## src/rtl/capseq_pkg.sv

```systemverilog
// Shared types for the capture sequencer.
// Assumes nothing beyond a SystemVerilog-2017 compiler.
package capseq_pkg;

    // Sequencer control states
    typedef enum logic [2:0] {
        S_IDLE,
        S_DIV_PSC,
        S_WAIT,
        S_DIV_SCALE,
        S_DIV_PSC2,
        S_EVSEL
    } seq_state_t;

    // Which measurement pass is outstanding
    typedef enum logic [1:0] {
        PASS_COARSE,
        PASS_RESCALE,
        PASS_FINE
    } pass_t;

endpackage

```

## src/rtl/capseq_div.sv

```systemverilog
// Restoring unsigned divider, one quotient bit per cycle.
// start_i loads the operands; done_o pulses W cycles later with quot_o valid.
// Assumes the divisor is nonzero; quot_o holds until the next start.
module capseq_div #(
    parameter int W = 32
) (
    input  logic         clk,
    input  logic         rst_n,
    input  logic         start_i,
    input  logic [W-1:0] dividend_i,
    input  logic [W-1:0] divisor_i,
    output logic         done_o,
    output logic [W-1:0] quot_o
);
    localparam int CNTW = $clog2(W + 1);

    logic [W:0]      rem_q;
    logic [W-1:0]    quo_q;
    logic [W-1:0]    dvs_q;
    logic [CNTW-1:0] cnt_q;
    logic            run_q;
    logic [W:0]      shf_w;
    logic            fits_w;

    // Partial remainder shifted left with the next dividend bit
    assign shf_w  = {rem_q[W-1:0], quo_q[W-1]};
    assign fits_w = (shf_w >= {1'b0, dvs_q});
    assign quot_o = quo_q;

    // Load operands, then do one subtract-or-keep step per cycle
    always_ff @(posedge clk) begin
        if (!rst_n) begin
            rem_q  <= '0;
            quo_q  <= '0;
            dvs_q  <= '0;
            cnt_q  <= '0;
            run_q  <= 1'b0;
            done_o <= 1'b0;
        end else begin
            done_o <= 1'b0;
            if (start_i) begin
                rem_q <= '0;
                quo_q <= dividend_i;
                dvs_q <= divisor_i;
                cnt_q <= CNTW'(W);
                run_q <= 1'b1;
            end else if (run_q) begin
                rem_q <= fits_w ? (shf_w - {1'b0, dvs_q}) : shf_w;
                quo_q <= {quo_q[W-2:0], fits_w};
                cnt_q <= cnt_q - 1'b1;
                if (cnt_q == CNTW'(1)) begin
                    run_q  <= 1'b0;
                    done_o <= 1'b1;
                end
            end
        end
    end
endmodule

```

## src/rtl/capseq_evsel.sv

```systemverilog
// Event-prescaler code selector, purely combinational.
// Step c is taken when the period already fills span>>(c+1), or when
// the elapsed ticks period*(psc+1) reach timeout>>(c+2).
// The lowest step taken wins; with none taken the code is EV_MAX.
module capseq_evsel #(
    parameter int CW     = 16,
    parameter int PW     = 16,
    parameter int TW     = 32,
    parameter int EV_MAX = 3,
    parameter int EVW    = 2
) (
    input  logic [CW-1:0]  period_i,
    input  logic [PW-1:0]  psc_i,
    input  logic [TW-1:0]  timeout_i,
    input  logic [CW-1:0]  span_i,
    output logic [EVW-1:0] code_o
);
    localparam int XW = CW + PW + TW;

    logic [XW-1:0]     elapsed_w;
    logic [EV_MAX-1:0] hit_w;

    // Counter ticks spent by one measured period
    assign elapsed_w = XW'(period_i) * (XW'(psc_i) + XW'(1));

    // One stop condition per candidate code
    for (genvar c = 0; c < EV_MAX; c++) begin : g_step
        assign hit_w[c] = (period_i >= (span_i >> (c + 1)))
                       || (elapsed_w >= XW'(timeout_i >> (c + 2)));
    end

    // Priority pick of the lowest code whose condition holds
    always_comb begin
        code_o = EVW'(EV_MAX);
        for (int c = EV_MAX - 1; c >= 0; c--) begin
            if (hit_w[c]) code_o = EVW'(c);
        end
    end
endmodule

```

## src/rtl/capseq_top.sv

```systemverilog
// Auto-ranging capture sequencer.
// Runs up to three capture passes: coarse, prescaler rescale, event refinement.
// Assumes max_count_i > MARGIN for meaningful scaling (span saturates at 1),
// TW > CW, and a capture unit that answers every request with exactly one
// cap_done_i or cap_tmo_i pulse.
module capseq_top
    import capseq_pkg::*;
#(
    parameter int          CW      = 16,
    parameter int          PW      = 16,
    parameter int          TW      = 32,
    parameter int          MARGIN  = 4096,
    parameter int          EV_MAX  = 3,
    parameter int unsigned PSC_MAX = 65535,
    parameter int          EVW     = $clog2(EV_MAX + 1)
) (
    input  logic           clk,
    input  logic           rst_n,
    input  logic           start_i,
    input  logic [TW-1:0]  timeout_ticks_i,
    input  logic [CW-1:0]  max_count_i,
    input  logic           chan_busy_i,
    output logic           cap_req_o,
    output logic [PW-1:0]  cap_psc_o,
    output logic [EVW-1:0] cap_evpsc_o,
    input  logic           cap_done_i,
    input  logic           cap_tmo_i,
    input  logic [CW-1:0]  cap_period_i,
    input  logic [CW-1:0]  cap_duty_i,
    output logic           done_o,
    output logic           err_busy_o,
    output logic           err_tmo_o,
    output logic [CW-1:0]  period_o,
    output logic [CW-1:0]  duty_o,
    output logic [PW-1:0]  psc_o,
    output logic [EVW-1:0] evpsc_o
);
    localparam int DW = TW;

    seq_state_t     state_q;
    pass_t          pass_q;
    logic [TW-1:0]  tmo_q;
    logic [CW-1:0]  max_q;
    logic [PW-1:0]  psc_q;
    logic [EVW-1:0] ev_q;
    logic [CW-1:0]  per_q;
    logic [CW-1:0]  dut_q;

    logic           div_go_q;
    logic [DW-1:0]  div_a_q;
    logic [DW-1:0]  div_b_q;
    logic           div_done_w;
    logic [DW-1:0]  div_q_w;

    logic [CW-1:0]  span_w;
    logic [CW-1:0]  lim_w;
    logic [PW-1:0]  psc_clamp_w;
    logic [EVW-1:0] ev_sel_w;
    logic [CW-1:0]  p_shr_w;
    logic [CW-1:0]  d_fix_w;
    logic [CW:0]    p_sum_w;
    logic [CW-1:0]  p_ceil_w;

    // Usable counter span after the safety margin (never zero)
    assign span_w = (max_q > CW'(MARGIN)) ? (max_q - CW'(MARGIN)) : CW'(1);

    // Divisor of the scale computation: min(span, raw period)
    assign lim_w = (cap_period_i < span_w) ? cap_period_i : span_w;

    // Initial prescaler quotient limited to the largest allowed value
    assign psc_clamp_w = (div_q_w > DW'(PSC_MAX)) ? PW'(PSC_MAX) : div_q_w[PW-1:0];

    // Final-pass period per input cycle, floor and ceiling
    assign p_shr_w  = cap_period_i >> ev_q;
    assign p_sum_w  = {1'b0, cap_period_i} + (((CW+1)'(1) << ev_q) - (CW+1)'(1));
    assign p_ceil_w = CW'(p_sum_w >> ev_q);

    // Duty fix-up for captures that started on the high phase
    assign d_fix_w = (cap_duty_i >= p_shr_w) ? (p_shr_w - (cap_period_i - cap_duty_i))
                                             : cap_duty_i;

    capseq_div #(.W(DW)) u_div (
        .clk        (clk),
        .rst_n      (rst_n),
        .start_i    (div_go_q),
        .dividend_i (div_a_q),
        .divisor_i  (div_b_q),
        .done_o     (div_done_w),
        .quot_o     (div_q_w)
    );

    capseq_evsel #(
        .CW(CW), .PW(PW), .TW(TW), .EV_MAX(EV_MAX), .EVW(EVW)
    ) u_evsel (
        .period_i  (per_q),
        .psc_i     (psc_q),
        .timeout_i (tmo_q),
        .span_i    (span_w),
        .code_o    (ev_sel_w)
    );

    // Sequencer: divisions, capture requests, result formation
    always_ff @(posedge clk) begin
        if (!rst_n) begin
            state_q     <= S_IDLE;
            pass_q      <= PASS_COARSE;
            tmo_q       <= '0;
            max_q       <= '0;
            psc_q       <= '0;
            ev_q        <= '0;
            per_q       <= '0;
            dut_q       <= '0;
            div_go_q    <= 1'b0;
            div_a_q     <= '0;
            div_b_q     <= '0;
            cap_req_o   <= 1'b0;
            cap_psc_o   <= '0;
            cap_evpsc_o <= '0;
            done_o      <= 1'b0;
            err_busy_o  <= 1'b0;
            err_tmo_o   <= 1'b0;
            period_o    <= '0;
            duty_o      <= '0;
            psc_o       <= '0;
            evpsc_o     <= '0;
        end else begin
            done_o    <= 1'b0;
            div_go_q  <= 1'b0;
            cap_req_o <= 1'b0;
            case (state_q)
                S_IDLE: begin
                    if (start_i) begin
                        period_o   <= '0;
                        duty_o     <= '0;
                        psc_o      <= '0;
                        evpsc_o    <= '0;
                        err_tmo_o  <= 1'b0;
                        err_busy_o <= chan_busy_i;
                        if (chan_busy_i) begin
                            done_o <= 1'b1;
                        end else begin
                            tmo_q    <= timeout_ticks_i;
                            max_q    <= max_count_i;
                            div_a_q  <= timeout_ticks_i;
                            div_b_q  <= DW'(max_count_i) + DW'(1);
                            div_go_q <= 1'b1;
                            state_q  <= S_DIV_PSC;
                        end
                    end
                end
                S_DIV_PSC: begin
                    if (div_done_w) begin
                        psc_q       <= psc_clamp_w;
                        ev_q        <= '0;
                        pass_q      <= PASS_COARSE;
                        cap_req_o   <= 1'b1;
                        cap_psc_o   <= psc_clamp_w;
                        cap_evpsc_o <= '0;
                        state_q     <= S_WAIT;
                    end
                end
                S_WAIT: begin
                    if (cap_tmo_i) begin
                        err_tmo_o   <= 1'b1;
                        done_o      <= 1'b1;
                        cap_psc_o   <= '0;
                        cap_evpsc_o <= '0;
                        state_q     <= S_IDLE;
                    end else if (cap_done_i) begin
                        per_q <= cap_period_i;
                        dut_q <= cap_duty_i;
                        case (pass_q)
                            PASS_COARSE: begin
                                if (psc_q == '0) begin
                                    state_q <= S_EVSEL;
                                end else if (cap_period_i == '0) begin
                                    if (max_q > CW'(1)) begin
                                        div_a_q  <= DW'(psc_q);
                                        div_b_q  <= DW'(max_q);
                                        div_go_q <= 1'b1;
                                        state_q  <= S_DIV_PSC2;
                                    end else begin
                                        state_q  <= S_EVSEL;
                                    end
                                end else begin
                                    div_a_q  <= DW'(span_w);
                                    div_b_q  <= DW'(lim_w);
                                    div_go_q <= 1'b1;
                                    state_q  <= S_DIV_SCALE;
                                end
                            end
                            PASS_RESCALE: begin
                                state_q <= S_EVSEL;
                            end
                            default: begin
                                period_o    <= p_ceil_w;
                                duty_o      <= d_fix_w;
                                psc_o       <= psc_q;
                                evpsc_o     <= ev_q;
                                done_o      <= 1'b1;
                                cap_psc_o   <= '0;
                                cap_evpsc_o <= '0;
                                state_q     <= S_IDLE;
                            end
                        endcase
                    end
                end
                S_DIV_SCALE: begin
                    if (div_done_w) begin
                        if (div_q_w > DW'(1)) begin
                            div_a_q  <= DW'(psc_q);
                            div_b_q  <= div_q_w;
                            div_go_q <= 1'b1;
                            state_q  <= S_DIV_PSC2;
                        end else begin
                            state_q  <= S_EVSEL;
                        end
                    end
                end
                S_DIV_PSC2: begin
                    if (div_done_w) begin
                        psc_q       <= div_q_w[PW-1:0];
                        pass_q      <= PASS_RESCALE;
                        cap_req_o   <= 1'b1;
                        cap_psc_o   <= div_q_w[PW-1:0];
                        cap_evpsc_o <= '0;
                        state_q     <= S_WAIT;
                    end
                end
                S_EVSEL: begin
                    if (ev_sel_w == '0) begin
                        period_o    <= per_q;
                        duty_o      <= dut_q;
                        psc_o       <= psc_q;
                        evpsc_o     <= '0;
                        done_o      <= 1'b1;
                        cap_psc_o   <= '0;
                        cap_evpsc_o <= '0;
                        state_q     <= S_IDLE;
                    end else begin
                        ev_q        <= ev_sel_w;
                        pass_q      <= PASS_FINE;
                        cap_req_o   <= 1'b1;
                        cap_psc_o   <= psc_q;
                        cap_evpsc_o <= ev_sel_w;
                        state_q     <= S_WAIT;
                    end
                end
                default: state_q <= S_IDLE;
            endcase
        end
    end
endmodule

```

## config.mk

```make
export PLATFORM = sky130hd
export DESIGN_NAME = capseq_top
export DESIGN_NICKNAME = d
export VERILOG_FILES = /design/src/rtl/capseq_pkg.sv /design/src/rtl/capseq_div.sv /design/src/rtl/capseq_evsel.sv /design/src/rtl/capseq_top.sv
export SDC_FILE = /design/constraint.sdc
export NUM_CORES = 2
export LEC_CHECK = 0
export BUFFER_PORTS_ARGS = -buffer_cell sky130_fd_sc_hd__buf_2
export CORE_MARGIN = 2
export CORE_UTILIZATION = 45
export CTS_CLUSTER_SIZE = 20
export DETAILED_ROUTE_END_ITERATION = 12
export HOLD_SLACK_MARGIN = 0.1
export SLEW_MARGIN = 20
export SYNTH_ARGS = -nofsm -noshare
export SYNTH_HDL_FRONTEND = slang
export SYNTH_SLANG_ARGS = --single-unit
```

## constraint.sdc

```tcl
create_clock -name clk -period 15.4 [get_ports clk]
set_input_delay 3.08 -clock clk [delete_from_list [all_inputs] [get_ports clk]]
set_output_delay 3.08 -clock clk [all_outputs]
set_load 0.05 [all_outputs]
```

# Word level (Yosys, flattened, before mapping)
# Cells that the tools add are included.
# W data, S select, Z words.
[classes]
n_addsub = 9
muxes = 116
bitwise_logic = 4
eq_ne = 25
n_reduce_logical = 33
shift = 3
multipliers = 1
magnitude_cmp = 13
[op_table]
columns = ["operator", "count"]
rows = [
  ["$mux W32", 23],
  ["$mux W16", 23],
  ["$pmux W32 S3", 2],
  ["$pmux W16 S3", 3],
  ["$ge A64 B28 Y1", 1],
  ["$ge A64 B29 Y1", 1],
  ["$ge A64 B30 Y1", 1],
  ["$mul A16 B64 Y64", 1],
  ["$pmux W16 S4", 1],
  ["$add A16 B1 Y17 const B", 2],
  ["$ge A33 B32 Y1", 1],
  ["$gt A32 B1 Y1 const B", 1],
  ["$gt A32 B16 Y1 const B", 1],
  ["$logic_not A16 Y1", 2],
  ["$mux W2", 16],
  ["$pmux W16 S2", 1],
  ["$sub A16 B16 Y16", 2],
  ["$sub A32 B32 Y32", 1],
  ["$mux W1", 27],
  ["$mux W3", 8],
  ["$ne A2 B2 Y1 const B", 11],
  ["$pmux W2 S3", 3],
  ["$add A16 B17 Y17", 1],
  ["$shl A1 B2 Y17 const A", 1],
  ["other kinds (40)", 70],
]
[totals]
regBits = 344
input_bits = 86
output_inout_bits = 72
wordCells = 232

# Depth between registers and ports, before layout
[logic_depth]
word_depth = 10
mapped_depth = 42
ltp_nobuf = 39

# Hierarchy
# From an unflattened synthesis, not the netlist that was laid out.
[unflattened]
hier_cells = 4085
hier_area_um2 = 32730.1
[modules_own_cells]
columns = ["module", "cells_per_inst", "seq_area_each_um2", "area_each_um2", "instances"]
rows = [
  ["capseq_top", 1846, 4804.6, 14132.3, 1],
  ["capseq_evsel", 1439, 0.0, 12231.7, 1],
  ["capseq_div", 800, 2082.0, 6366.1, 1],
]

# Least setup slack after synthesis
# Ideal clock, no wire load.
[synth_path]
kind = "reg2reg"
start = "register psc_q[0]"
end = "register duty_o[11]"
slack_ns = 6.268
arrival_time_ns = 9.052
required_ns = 15.320
setup_ns = 0.080
path_stages_with_launch = 41
n_path_buf = 4
synth_period_minus_slack_ns = 9.132
cell_sequence = "dfxtp_1 -> clkinv_1 -> nor3_1 -> and3_1 -> and3_1 -> and2_1 -> nand2_1 -> xnor2_1 -> clkbuf_1 -> nand2_1 -> fa_1 -> fa_1 -> fa_1 -> inv_1 -> fa_1 -> fa_1 -> inv_1 -> fa_1 -> [... 5 more ...] -> a21oi_2 -> o211a_1 -> nor2_1 -> nand3_1 -> nand2_1 -> xnor2_1 -> ha_1 -> nand2_1 -> nor2_1 -> a211oi_1 -> a21oi_1 -> and2_1 -> a2111oi_0 -> and4_1 -> a21oi_2 -> buf_2 -> buf_6 -> a211oi_2"
[synth_between]
elab_chain_cells = 10
word_cells_on_any_way = 14
classes_between = "1 x add/sub; 1 x mul; 3 x order compare; 1 x eq/ne; 3 x mux; 5 x reduce/logical"
[synth_lines]
columns = ["item", "line", "text"]
rows = [
  ["start: declaration", "capseq_top.sv:44", "logic [PW-1:0] psc_q;"],
  ["start signal: assignment", "capseq_top.sv:153", "psc_q <= psc_clamp_w;"],
  ["start signal: assignment", "capseq_top.sv:222", "psc_q <= div_q_w[PW-1:0];"],
  ["$add A16 B1 Y17 (*)", "capseq_evsel.sv:24", "assign elapsed_w = XW'(period_i) * (XW'(psc_i) + XW'(1));"],
  ["$mul A16 B64 Y64 (*)", "capseq_evsel.sv:24", ""],
  ["$ge A64 B28 Y1", "capseq_evsel.sv:29", "|| (elapsed_w >= XW'(timeout_i >> (c + 2)));"],
  ["$logic_or A1 B1 Y1", "capseq_evsel.sv:29", ""],
  ["$mux W1", "capseq_evsel.sv:36", "if (hit_w[c]) code_o = EVW'(c);"],
  ["$mux W2", "capseq_evsel.sv:36", ""],
  ["$mux W2 (*)", "capseq_evsel.sv:36", ""],
  ["$logic_not A2 Y1 (*)", "capseq_top.sv:231", "if (ev_sel_w == '0) begin"],
  ["$ne A2 B2 Y1 (no line) (*)", "-", ""],
  ["$reduce_and A6 Y1 (no line) (*)", "-", ""],
  ["end signal: assignment", "capseq_top.sv:197", "duty_o <= d_fix_w;"],
  ["end signal: assignment", "capseq_top.sv:233", "duty_o <= dut_q;"],
  ["end: declaration", "capseq_top.sv:34", "output logic [CW-1:0] duty_o,"],
]
# Mark *: on every way between the ends. The rest lies on a longest branch, timed or not.
# A chain may end at the register's enable or synchronous reset.

# Worst setup path after layout
[layout_path]
start = "register psc_q[0]"
end = "register evpsc_o[1]"
[layout_between]
elab_chain_cells = 10
word_cells_on_any_way = 14
classes_between = "1 x add/sub; 1 x mul; 3 x order compare; 1 x eq/ne; 3 x mux; 5 x reduce/logical"
[layout_lines]
columns = ["item", "line", "text"]
rows = [
  ["$add A16 B1 Y17 (*)", "capseq_evsel.sv:24", ""],
  ["$mul A16 B64 Y64 (*)", "capseq_evsel.sv:24", ""],
  ["$ge A64 B28 Y1", "capseq_evsel.sv:29", ""],
  ["$logic_or A1 B1 Y1", "capseq_evsel.sv:29", ""],
  ["$mux W1", "capseq_evsel.sv:36", ""],
  ["$mux W2", "capseq_evsel.sv:36", ""],
  ["$mux W2 (*)", "capseq_evsel.sv:36", ""],
  ["$logic_not A2 Y1 (*)", "capseq_top.sv:231", ""],
  ["$ne A2 B2 Y1 (no line) (*)", "-", ""],
  ["$reduce_and A6 Y1 (no line) (*)", "-", ""],
  ["end signal: assignment", "capseq_top.sv:199", "evpsc_o <= ev_q;"],
  ["end: declaration", "capseq_top.sv:36", "output logic [EVW-1:0] evpsc_o"],
]
# Marks and branches as above.

==> summary.md <==
| Metric | Value |
|---|---|
| Post-route ant nets | 0 |
| H-tree depth | 2 |
| Via density | 5.738 |
| Final setup margin | 4.076 ns |
| Syn Std Cell Area | 0.03280 mm² |
| Simple-gate share of the synthesized area | 18.23% |
| Fin. Hold Viols | 0 |
| Buf+Inv Stages, Crit Path | 7 |
| Hold Buf Count CTS | 0 |
| Vias in the first global route | 28,209 |
| Worst EP arrival | 11.77 ns |
| Nets@finish | 4,750 |
| FF-to-FF setup slack | 4.08 ns |
| Clock Latency Late Sink | 0.58 ns |
| Sequential cell area | 0.006854 mm² |
| Final wirelength | 103,400 µm |
| Setup CP Type | reg2reg |
| IO Port Bufs | 157 |
| Max-cap check violation count | 0 |
| Setup WS pre-CTS | 4.182 ns |
| P_leak | 16.12 nW |
| Pin count of the biggest net entering global routing | 106 |
| Post-synthesis adder-cell area fraction | 27.30% |
| Slew Limit Headroom | 26.60% |
| Setup TNS | 0 ns |
| Least-Margin Pin Slew | 1.100 ns |
| Antenna violations before repair | 4 |
| Total number of vias | 29,027 |
| Finished Layout Cells | 5,059 |
| Yosys warning count | 0 |
| Starting DRT DRC Count | 1,987 |
| Setup violators final | 0 |
| DP HPWL | 78,010 µm |
| Post-synth ARST share | 0% |
| Most common cell on crit path | fa_1 |
| Multi-input gate area | 0.02339 mm² |
| Syn avg cell area | 8.074 µm² |
| Commonest cells after routing, fill and taps aside | nand2_1 (542), inv_1 (449), ha_1 (354) |
| Status | completed |
| Crit. End Element | flip-flop |
| Routed len/inst | 20.44 µm |
| CTS Sinks | 342 |
| Num rows | 98 |
| RSZ-0062 raised after global routing | false |
| Hold WC Path Type | reg2reg |
| Post-synth EDFFs | 0 |
| Worst-path maximum fanout | 69 |
| Die H | 274.0 µm |
| Flops & latches, synth | 342 |
| Worst vdd ir | 0.3770 mV |
| Hold slack | 0.4516 ns |
| Fillers | 7,196 |
| Most used DFF post-synth | dfxtp_1 |
| Clk root buf | clkbuf_16 |
| CORE AREA | 0.07185 mm² |
| TritonRoute pass-1 iters | 6 |
| Post-CTS Setup Inserts | 0 |
| Post-synth cell types | 93 |
| Max stage delay cell, worst path | dfxtp_1 |
| Die Area | 0.07505 mm² |
| Worst Skew | 0.02482 ns |
| Crit share post-route | 73.53% |
| Starting Density | 45.64% |
| Die W | 274.0 µm |
| Total GRT Usage | 27.51% |
| Critical Path RT | 15.85 ns |
| Clock Tree Buf Depth | 3 |
| Power density cells | 147.2 mW/mm² |
| Synth Area in Compound Gates | 17.97% |
| CTS tree | yes |
| RD Place Congestion | 0.9293 |
| Clock Pin Slew Worst Setup and Hold Paths | 0.06 ns |
| CP peak stage delay | 0.78 ns |
| Fraction of synthesized cell area in xor and xnor cells | 2.858% |
| First-pass GRT wire length | 162,700 µm |
| Most common cell after layout, fill and taps aside | nand2_1 |
| CTS Buf Count | 38 |
| Drc violations | 0 |
| Synthesis-to-layout area growth | 8.565% |
| Fraction of layout cells with a size suffix above 1 | 9.202% |
| Crit path time final | 11.32 ns |
| Largest family of logic cells by synthesized area | adder cells |
| Syn nets | 4,728 |
| # placed instances | 4,993 |
| Syn Inst Count | 4,062 |
| Slew Viols, Final | 0 |
| CP Launch Type | flip-flop |
| # resized after CTS | 0 |
| GRT Residual Overflow | 0 |
| Register area share after synthesis | 20.88% |
| Max Clk Rate | 88.31 MHz |
| Io pins | 158 |
| Post-synthesis mux area share | 4.666% |
| Delay-heaviest family, CP | adder cells |
state kept, by name (all words and copies together), names as in the netlist, 3 cells and up:
signal	count
cap_psc_o	16
div_a_q	32
div_b_q	32
dut_q	16
duty_o	16
max_q	16
per_q	16
period_o	16
psc_o	16
psc_q	16
state_q	3
tmo_q	30
u_div.cnt_q	6
u_div.dvs_q	32
u_div.quot_o	32
u_div.rem_q	32
cell usage after synthesis (10+ instances only):
cell,number,share of area [%]
nand2_1,543,6.2
inv_1,450,5.2
ha_1,354,14
a21oi_1,351,5.4
dfxtp_1,342,21
nor2_1,307,3.5
fa_1,226,14
clkbuf_1,184,2.1
mux2i_1,127,3.9
o21ai_0,123,1.9
and2_1,112,2.1
nand3_1,74,1.1
a21o_1,65,1.5
xnor2_1,55,1.5
nor3_1,53,0.81
o211ai_1,52,1.2
xor2_1,52,1.4
a211oi_1,48,1.1
nor2b_1,46,0.88
nand4_1,32,0.61
nand2b_1,31,0.59
and3_1,25,0.48
buf_2,24,0.37
nor4_1,23,0.44
a31oi_1,22,0.42
o21ai_1,21,0.32
a221oi_1,17,0.45
buf_1,16,0.18
o221a_2,16,0.55
or3_1,16,0.31
o2111ai_1,15,0.40
o21a_1,14,0.32
a211oi_2,11,0.42
a21oi_2,10,0.27
a311oi_1,10,0.27
layer usage:
metal	part of all wire (%)	up-vias	wire length, µm	track usage [%]
met5	0	-	0	0
met4	2.7	0	2764	7.509
met3	5.7	142	5934	3.091
met2	45	861	46890	44.38
met1	46	14178	47820	38.92
li1	-	13846	-	-
cell families after synthesis:
group           Yosys count
fa+ha+maj               580
mux                     141
flops                   342
simple gates           1307
buf+inv                 686
compound gates          899
xor+xnor                107
metrics by stage:
stage / util [%] / total power, mW / cell area [µm²]
final: 49.55 / 5.242 / 35600
after global routing: 49.55 / 5.621 / 35600
after CTS: 49.51 / 5.231 / 35570
after detailed placement: 47.81 / 4.302 / 34350
after global placement: 47.81 / 4.290 / 34350
after floorplan: - / 3.532 / 32800
worst paths after layout:
path	startpoint	endpoint	cells after the start
hold reg to reg	div_b_q[31]	div_b_q[31]	2
setup / recovery	psc_q[0]	evpsc_o[1]	36
setup reg to reg	psc_q[0]	evpsc_o[1]	36
hold / removal	div_b_q[31]	div_b_q[31]	2
tightest hold or removal path, stage by stage, from the launching register on:
cell     delay (ns)
dfxtp_1        0.31
nand2_1        0.05
a21oi_1        0.05
report_power, final:
part | switching, mW | internal (mW) | leakage, nW
sequential | 0.191 | 1.08 | 2.78
clock | 0.402 | 0.511 | 0.612
combinational | 1.93 | 1.12 | 12.7
layout make-up:
type	count	share of cell area, %
Multi-Input combinational cell	3034	65.71
Clock buffer	49	3.012
Antenna cell	1	0.007028
Timing Repair Buffer	214	3.465
Clock inverter	15	0.4147
Sequential cell	342	19.25
Inverter	454	4.807
Tap cell	950	3.338
No activity file was read; power rests on OpenSTA's default activity.
